==> config.mk <==
export PLATFORM = sky130hd
export DESIGN_NAME = flash_rd_prefetch
export DESIGN_NICKNAME = d
export VERILOG_FILES = /design/src/rtl/fr_pkg.sv /design/src/rtl/fr_phase.sv /design/src/rtl/fr_linebuf.sv /design/src/rtl/flash_rd_prefetch.sv
export SDC_FILE = /design/constraint.sdc
export NUM_CORES = 1
export LEC_CHECK = 0
export BUFFER_PORTS_ARGS = -buffer_cell sky130_fd_sc_hd__buf_2
export CAP_MARGIN = 10
export CORE_ASPECT_RATIO = 1.5
export CORE_UTILIZATION = 35
export CTS_CLUSTER_SIZE = 24
export DETAILED_ROUTE_END_ITERATION = 12
export PLACE_DENSITY = 0.6
export SYNTH_ARGS = -nofsm -noshare
export SYNTH_HDL_FRONTEND = slang
export SYNTH_SLANG_ARGS = --single-unit
==> constraint.sdc <==
create_clock -name clk -period 5.7 [get_ports clk]
set_input_delay 0.57 -clock clk [delete_from_list [all_inputs] [get_ports clk]]
set_output_delay 0.57 -clock clk [all_outputs]
set_load 0.01 [all_outputs]
==> src/rtl/fr_pkg.sv <==
package fr_pkg;

  typedef enum logic {
    FK_DEMAND = 1'b0,
    FK_SPEC   = 1'b1
  } fetch_kind_e;

  typedef enum logic [1:0] {
    SRC_LINE  = 2'd0,
    SRC_SPEC  = 2'd1,
    SRC_FLASH = 2'd2
  } word_src_e;

endpackage

==> src/rtl/fr_phase.sv <==
module fr_phase #(
  parameter int FR = 4
) (
  input  logic                          clk,
  input  logic                          rst,
  output logic [((FR > 1) ? $clog2(FR) : 1)-1:0] ph,
  output logic                          slot
);
  localparam int PW = (FR > 1) ? $clog2(FR) : 1;

  always_ff @(posedge clk) begin
    if (rst)                  ph <= '0;
    else if (ph == PW'(FR-1)) ph <= '0;
    else                      ph <= ph + PW'(1);
  end

  assign slot = (ph == '0);
endmodule

==> src/rtl/fr_linebuf.sv <==
module fr_linebuf #(
  parameter int LW = 11,
  parameter int DW = 64
) (
  input  logic          clk,
  input  logic          rst,
  input  logic          wr_en,
  input  logic [LW-1:0] wr_tag,
  input  logic [DW-1:0] wr_data,
  input  logic          clr,
  output logic          vld,
  output logic [LW-1:0] tag,
  output logic [DW-1:0] data
);
  always_ff @(posedge clk) begin
    if (rst) begin
      vld <= 1'b0;
      tag <= '0;
    end else if (wr_en) begin
      vld <= 1'b1;
      tag <= wr_tag;
    end else if (clr) begin
      vld <= 1'b0;
    end
  end

  always_ff @(posedge clk) begin
    if (wr_en) data <= wr_data;
  end
endmodule

==> src/rtl/flash_rd_prefetch.sv <==
module flash_rd_prefetch
  import fr_pkg::*;
#(
  parameter int AW = 12,
  parameter int WW = 32,
  parameter int FR = 4
) (
  input  logic            clk,
  input  logic            rst,
  input  logic            spec_en,
  input  logic            req,
  input  logic [AW-1:0]   addr,
  output logic            ready,
  output logic [WW-1:0]   rdata,
  output logic            fl_req,
  output logic [AW-2:0]   fl_line,
  input  logic            fl_rvalid,
  input  logic [2*WW-1:0] fl_rdata
);
  localparam int LW = AW - 1;
  localparam int DW = 2 * WW;
  localparam int PW = (FR > 1) ? $clog2(FR) : 1;

  logic [PW-1:0] ph;
  logic          slot;

  fr_phase #(.FR(FR)) u_phase (
    .clk  (clk),
    .rst  (rst),
    .ph   (ph),
    .slot (slot)
  );

  logic [LW-1:0] req_line, nxt_line;
  assign req_line = addr[AW-1:1];
  assign nxt_line = req_line + LW'(1);

  logic          lb_vld, sb_vld;
  logic [LW-1:0] lb_tag, sb_tag;
  logic [DW-1:0] lb_data, sb_data;
  logic          lb_wr, sb_wr, sb_clr;
  logic [LW-1:0] lb_wtag;
  logic [DW-1:0] lb_wdata;

  logic          fx_busy;
  logic [LW-1:0] fx_tag;
  fetch_kind_e   fx_kind;
  logic          sp_pend;
  logic [LW-1:0] sp_tag;

  logic hit_lb, hit_sb, fx_match, fwd, dem, trig, nx_taken, sp_ok;
  logic issue_dem, issue_trig, issue_pend, fill, promote;
  word_src_e     src;
  logic [DW-1:0] sel_line;

  // Same-cycle tag compare against both stores and the fetch in flight
  assign hit_lb   = lb_vld && (lb_tag == req_line);
  assign hit_sb   = sb_vld && (sb_tag == req_line);
  assign fx_match = fx_busy && (fx_tag == req_line);
  assign fwd      = fl_rvalid && fx_match;
  assign ready    = req && (hit_lb || hit_sb || fwd);
  assign dem      = req && !hit_lb && !hit_sb && !fx_match;

  always_comb begin
    if (hit_lb)      src = SRC_LINE;
    else if (hit_sb) src = SRC_SPEC;
    else             src = SRC_FLASH;
    case (src)
      SRC_LINE: sel_line = lb_data;
      SRC_SPEC: sel_line = sb_data;
      default:  sel_line = fl_rdata;
    endcase
  end

  assign rdata = addr[0] ? sel_line[DW-1:WW] : sel_line[WW-1:0];

  // Speculation bookkeeping: skip lines that are already held or on their way
  assign nx_taken = (lb_vld && lb_tag == nxt_line) || (sb_vld && sb_tag == nxt_line) ||
                    (fx_busy && fx_tag == nxt_line) || (sp_pend && sp_tag == nxt_line);
  assign trig     = spec_en && ready && addr[0] && !nx_taken;
  assign sp_ok    = spec_en && sp_pend && !(lb_vld && lb_tag == sp_tag) &&
                    !(sb_vld && sb_tag == sp_tag);

  // Issue slot arbitration: demand first, then a fresh trigger, then a pending one
  assign issue_dem  = slot && dem;
  assign issue_trig = slot && !dem && trig;
  assign issue_pend = slot && !dem && !trig && sp_ok;
  assign fl_req     = issue_dem || issue_trig || issue_pend;

  always_comb begin
    if (issue_dem)       fl_line = req_line;
    else if (issue_trig) fl_line = nxt_line;
    else                 fl_line = sp_tag;
  end

  // Buffer updates
  assign fill    = fl_rvalid && fx_busy;
  assign promote = req && hit_sb && !hit_lb;
  assign lb_wr   = (fill && fx_kind == FK_DEMAND) || promote;
  assign lb_wtag = (fill && fx_kind == FK_DEMAND) ? fx_tag : sb_tag;
  assign lb_wdata = (fill && fx_kind == FK_DEMAND) ? fl_rdata : sb_data;
  assign sb_wr   = fill && fx_kind == FK_SPEC;
  assign sb_clr  = promote;

  fr_linebuf #(.LW(LW), .DW(DW)) u_line (
    .clk (clk), .rst (rst),
    .wr_en (lb_wr), .wr_tag (lb_wtag), .wr_data (lb_wdata), .clr (1'b0),
    .vld (lb_vld), .tag (lb_tag), .data (lb_data)
  );

  fr_linebuf #(.LW(LW), .DW(DW)) u_spec (
    .clk (clk), .rst (rst),
    .wr_en (sb_wr), .wr_tag (fx_tag), .wr_data (fl_rdata), .clr (sb_clr),
    .vld (sb_vld), .tag (sb_tag), .data (sb_data)
  );

  always_ff @(posedge clk) begin
    if (rst) begin
      fx_busy <= 1'b0;
      fx_tag  <= '0;
      fx_kind <= FK_DEMAND;
    end else if (fl_req) begin
      fx_busy <= 1'b1;
      fx_tag  <= fl_line;
      fx_kind <= issue_dem ? FK_DEMAND : FK_SPEC;
    end else if (fill) begin
      fx_busy <= 1'b0;
    end
  end

  always_ff @(posedge clk) begin
    if (rst || !spec_en || slot) begin
      sp_pend <= 1'b0;
    end else if (trig) begin
      sp_pend <= 1'b1;
      sp_tag  <= nxt_line;
    end
  end
endmodule

After elaboration in Yosys (flattened, before gate mapping):

Index checks and enable logic that the tools add are counted.
W data, S select, Z words.

* input port bits: 81
* memories kept: 0
* latch bits: 0
* memory bits (writable): 0
* flip-flop bits (word level): 179
* output and inout port bits: 45
* bits in read-only memories: 0
* logic and storage cells: 95

* muxes and demuxes: 13
* multiply operators: 0
* bitwise operators: 2
* shift operators: 0
* divide/modulo/power cells: 0
* add/subtract/negate cells: 2
* equal/unequal tests: 11
* $lt $le $gt $ge: 0
* reduce and logical (&&, ||, !) cells: 55

Operator list (number)
* $pmux W64 S2: 1
* $eq A11 B11 Y1: 9
* $mux W64: 1
* $mux W11: 3
* $mux W32: 1
* $logic_and A1 B1 Y1: 30
* $add A11 B1 Y11 const B: 1
* $logic_or A1 B1 Y1: 10
* $logic_not A1 Y1: 9
* $mux W1: 5
* $logic_not A2 Y1: 2
* $mux W2: 2
* $reduce_bool A2 Y1: 2
* $add A2 B1 Y2 const B: 1
* $eq A2 B1 Y1 const B: 1
* $eq A2 B2 Y1 const B: 1
* $not A1 Y1: 2
* $reduce_and A2 Y1: 1
* $reduce_or A2 Y1: 1

Longest topological paths before layout:

* depth after elaboration: 13
* gate-level depth with buffers: 14
* depth with buffers taken out: 10

Hierarchy:

Synthesis repeated with hierarchy kept, for this count alone.

* cell total of the unflattened synthesis: 858
* area total of the unflattened synthesis: 10481.3 um2

By module, submodules not included
* flash_rd_prefetch: cells each 644, instances 1, area an instance 5696.7 um2, seq. area each 610.6 um2
* fr_linebuf: cells each 103, instances 2, area an instance 2344.7 um2, seq. area each 2162.1 um2
* fr_phase: cells each 8, instances 1, area an instance 95.1 um2, seq. area each 40.0 um2

Worst setup path after synthesis:

No wires, ideal clock.

* path kind: input -> register
* start: in addr[8]
* end: reg u_line.data[0] (enable)
* setup time: 0.453 ns
* arrival: 4.105 ns
* path slack: 1.142 ns
* required time: 5.247 ns
* buffers on the path: 3
* stages: 8
* cells stage by stage: buf_2 > xnor2_1 > nand2_1 > nor4_4 > buf_2 > nand3_1 > nand2_1 > buf_1

* longest elaborated chain between the ends: 5
* elaborated cells between the ends (all ways): 8

Ends and longest elaborated chain
* start: declaration: RTL line flash_rd_prefetch.sv:12 `input logic [AW-1:0] addr,`
* $eq A11 B11 Y1, on equally long branches: RTL line flash_rd_prefetch.sv:58, flash_rd_prefetch.sv:57
* $logic_and A1 B1 Y1, on equally long branches: RTL line flash_rd_prefetch.sv:58, flash_rd_prefetch.sv:57
* $logic_and A1 B1 Y1 or $logic_not A1 Y1 (tied branches): RTL line flash_rd_prefetch.sv:98 `assign promote = req && hit_sb && !hit_lb;`
* $logic_and A1 B1 Y1 *: RTL line flash_rd_prefetch.sv:98
* $logic_or A1 B1 Y1 *: RTL line flash_rd_prefetch.sv:99 `assign lb_wr = (fill && fx_kind == FK_DEMAND) || promote;`
* net lb_wr: RTL line flash_rd_prefetch.sv:41 `logic lb_wr, sb_wr, sb_clr;`
* end signal: assignment: RTL line fr_linebuf.sv:28 `if (wr_en) data <= wr_data;`
* end: declaration: RTL line fr_linebuf.sv:13 `output logic [DW-1:0] data`

The timed path passes the listed nets; every way through them passes the cells marked *.
A chain may end at the register's enable or synchronous reset.

Worst setup path after layout:

* start: in addr[1]
* end: out fl_line[2]

* longest elaborated chain between the ends: 11
* elaborated cells between the ends (all ways): 38

Ends and longest elaborated chain
* $add A11 B1 Y11, or another cell as far along: RTL line flash_rd_prefetch.sv:36 `assign nxt_line = req_line + LW'(1);`
* $eq A11 B11 Y1, or another cell as far along: RTL line flash_rd_prefetch.sv:78 `assign nx_taken = (lb_vld && lb_tag == nxt_line) || (sb_vld && sb_tag == nxt_line) ||`
* $logic_and A1 B1 Y1, or another cell as far along: RTL line flash_rd_prefetch.sv:78
* $logic_or A1 B1 Y1, or another cell as far along (2 in a row): RTL line flash_rd_prefetch.sv:78
* $logic_or A1 B1 Y1, or another cell as far along: RTL line flash_rd_prefetch.sv:79 `(fx_busy && fx_tag == nxt_line) || (sp_pend && sp_tag == nxt_line);`
* $logic_not A1 Y1, or another cell as far along: RTL line flash_rd_prefetch.sv:80 `assign trig = spec_en && ready && addr[0] && !nx_taken;`
* $logic_and A1 B1 Y1, on equally long branches: RTL line flash_rd_prefetch.sv:80, flash_rd_prefetch.sv:86
* $logic_and A1 B1 Y1: RTL line flash_rd_prefetch.sv:86 `assign issue_trig = slot && !dem && trig;`
* $mux W11: RTL line flash_rd_prefetch.sv:92 `else if (issue_trig) fl_line = nxt_line;`
* $mux W11 *: RTL line flash_rd_prefetch.sv:91 `if (issue_dem) fl_line = req_line;`
* end: declaration: RTL line flash_rd_prefetch.sv:16 `output logic [AW-2:0] fl_line,`

Mark *: on every way between the ends. The rest lies on a longest branch, timed or not.

==> impl_metrics.py <==
metrics = {
    "global_route": {
        "grt_start_max_net_pins": 53,
        "grt_pass1_vias": 7993,
        "grt_first_pass_wirelength_um": 45120,
        "antenna_found_initial": 1,
        "grt_usage": 0.2009,
        "overflow": 0,
    },
    "synthesis": {
        "syn-cell-area_mm2": 0.01035,
        "syn_avg_cell_area_um2": 11.16,
        "yosysSeqAreaShare": 0.4804,
        "synth_cells": 928,
        "synth_ff_type": "edfxtp_1",
        "yosys_warnings": 0,
        "synthArstFlopShare": 0,
        "ys_types": 79,
        "ys_seq_elements": 179,
        "synth_edf_count": 139,
        "syn_nets": 1012,
    },
    "power_and_ir_drop": {
        "p_leak_nw": 4.102,
        "max-vdd-ir-drop_mv": 0.2117,
        "powerDensity_mw_per_mm2": 263.5,
    },
    "placed_design": {
        "postPlaceCellArea_mm2": 0.01126,
        "routabilityCongestion": 0.9274,
        "hpwl_um": 20690,
        "portBuffers": 125,
        "post-place-ws_ps": 1263,
        "dp.cells": 1379,
    },
    "clock_tree": {
        "post_cts_hold_buffer_count": 0,
        "cts_buffers": 17,
        "cts_resized": 0,
        "cts_tree": "built",
        "clkLatencyLatePin_ps": 450,
        "htreeDepth": 4,
        "cts-root-buf": "clkbuf_16",
        "postCtsSetupBuffers": 0,
        "cts_sinks": 179,
        "clk_path_buf_depth": 2,
        "cts.clk_slew.worst_paths_ps": 70,
    },
    "die": {
        "die_h_um": 212.7,
        "die_area_mm2": 0.03029,
        "fp.dieW_um": 142.4,
        "ios": 126,
        "rows": 76,
        "coreArea_mm2": 0.02891,
        "start_util": 0.3582,
    },
    "drt": {
        "drt_pass1_iterations": 5,
        "post_drt_wl_per_cell_um": 20.89,
        "drt-initial-drc-count": 539,
        "detail-route-antenna-nets": 0,
        "via_count": 7905,
        "drt-total-wl_um": 29480,
        "drc": 0,
        "viasPerCell": 5.602,
    },
    "worst_hold_path": {
        "hp-class": "in -> reg",
    },
    "sta": {
        "setup_viol": 0,
        "tightest_slew_ps": 1023,
        "hold_violations": 0,
        "rsz0062_at_grt": "no",
        "drv_slew": 0,
        "max_freq_mhz": 222.4,
        "fin_setup_tns_ps": 0,
        "period_needed_ps": 4497,
        "final.setup.worst_slack_ps": 1203,
        "fin_crit_sh": 0.7889,
        "relSlewSlack": 0.3152,
        "finClkSkew_ps": 15.24,
    },
    "flow_run": {
        "max_cap_violations": 0,
    },
    "cells_and_area": {
        "antenna_cells": 0,
        "area.growth.synth_to_final_pct": 14.69,
        "fin_nets": 1092,
        "drive_gt1_frac": 0.2968,
        "layout.cells.non_filler": 1411,
        "utilization": 0.4108,
        "fillers": 2859,
        "stdcell_area_mm2": 0.01188,
    },
    "setup_path": {
        "cp.required_ps": 5130,
        "worst_setup_path_end_kind": "output pin",
        "startpoint_type": "input pin",
        "cp_max_fo": 16,
        "arrival_ps": 3930,
        "critPathKind": "in -> out",
    },
    "run_status": {
        "status": "finished, final reports clean",
    },
}
[logic make-up after synthesis]
kind of cell / after synthesis / share of synthesized area
AO/OA/AOI/OAI: 200 / 0.1402
XOR/XNOR: 90 / 0.08301
adder cells (fa/ha/maj): 3 / 0.003625
buffers and inverters: 97 / 0.03975
flip-flops: 179 / 0.4804
multiplexers: 109 / 0.1306
AND/OR/NAND/NOR: 250 / 0.1224
[synthesized netlist by cell type, types with 7 or more instances]
| cell type | count | area share |
|---|---|---|
| mux4_2 | 12 | 0.026 |
| nor3_1 | 8 | 0.0039 |
| a221o_1 | 20 | 0.019 |
| mux2_2 | 89 | 0.097 |
| edfxtp_1 | 139 | 0.40 |
| a2bb2oi_1 | 7 | 0.0059 |
| and3_1 | 9 | 0.0054 |
| a211oi_1 | 15 | 0.011 |
| nor2_1 | 59 | 0.021 |
| buf_2 | 13 | 0.0063 |
| nand3_1 | 21 | 0.010 |
| clkbuf_1 | 48 | 0.017 |
| a21oi_1 | 48 | 0.023 |
| nor4_1 | 8 | 0.0048 |
| inv_1 | 21 | 0.0076 |
| nand2_1 | 80 | 0.029 |
| xnor2_1 | 72 | 0.061 |
| dfxtp_1 | 40 | 0.077 |
| a22oi_1 | 16 | 0.012 |
| buf_4 | 8 | 0.0058 |
| xor2_1 | 11 | 0.0093 |
| o21ai_0 | 13 | 0.0063 |
| mux2i_1 | 8 | 0.0077 |
| nand4_1 | 22 | 0.013 |
| o22ai_1 | 24 | 0.014 |
[layout make-up]
class	count	area [um^2]	share of cell area
multi-input combinational	652	5002	0.4212
clock buffer	18	429.2	0.03614
inverter	21	78.83	0.006637
tap	390	488.0	0.04109
sequential	179	4975	0.4189
timing repair buffer	137	715.7	0.06026
clock inverter	14	187.7	0.01580
[cells in the final DEF (no fill, tap or decap), drive strengths merged, types with 5 or more instances in the layout]
cell type,count
nand2,81
buf,137
a221o,20
a211oi,15
nor2b,6
a21oi,50
a2bb2oi,7
o22ai,24
dfxtp,40
nand4,23
a22oi,16
mux2i,8
mux4,12
a31oi,5
nor4,12
o21ai,15
clkbuf,18
xnor2,76
and3,9
nand3,23
xor2,11
o31a,6
nor2,64
inv,29
nor3,10
o31ai,5
edfxtp,139
mux2,89
and2,6
[metrics by stage]
stage / power [mW] / hold WS, ps
after floorplan: 1.765 / 424.6
after global placement: 1.906 / 441.5
after detailed placement: 1.910 / 443.9
after CTS: 3.165 / 288.8
after global routing: 3.251 / 305.8
final: 3.129 / 327.4
[worst max-delay path: stages]
cell	delay (ps)
buf_2	270
ha_1	340
nand4_1	300
nor3_2	590
and3_1	230
a211oi_1	40
and4_1	250
nor2_2	380
nand2_4	230
a21oi_4	340
a2bb2oi_1	210
buf_2	160
[registers in the layout, indices dropped and copies added, names as in the netlist]
| register | count |
|---|---|
| sp_tag | 11 |
| u_spec.data | 64 |
| u_line.vld | 1 |
| sp_pend | 1 |
| fx_kind | 1 |
| fx_busy | 1 |
| u_spec.tag | 11 |
| u_phase.ph | 2 |
| u_spec.vld | 1 |
| fx_tag | 11 |
| u_line.data | 64 |
| u_line.tag | 11 |
[power breakdown]
group	internal (mW)	switching (mW)
sequential	1.44	0.0323
clock	0.705	0.544
combinational	0.174	0.238
[worst paths after layout]
kind	from	endpoint	slack [ps]	cells past startpoint
max reg2reg	u_spec.tag[10]	u_line.data[31]	2300	7
min	fl_rdata[58]	u_spec.data[58]	330	1
min reg2reg	u_phase.ph[0]	u_phase.ph[0]	450	1
max	addr[1]	fl_line[2]	1200	12
[metal layers]
| layer | share of wire | track usage | wire (um) |
|---|---|---|---|
| met3 | 0.049 | 0.04082 | 1454 |
| met1 | 0.40 | 0.2337 | 11900 |
| met4 | 0.051 | 0.1235 | 1517 |
| met2 | 0.50 | 0.3384 | 14610 |
| met5 | 0 | 0 | 0 |
No activity file was read; power rests on OpenSTA's default activity.
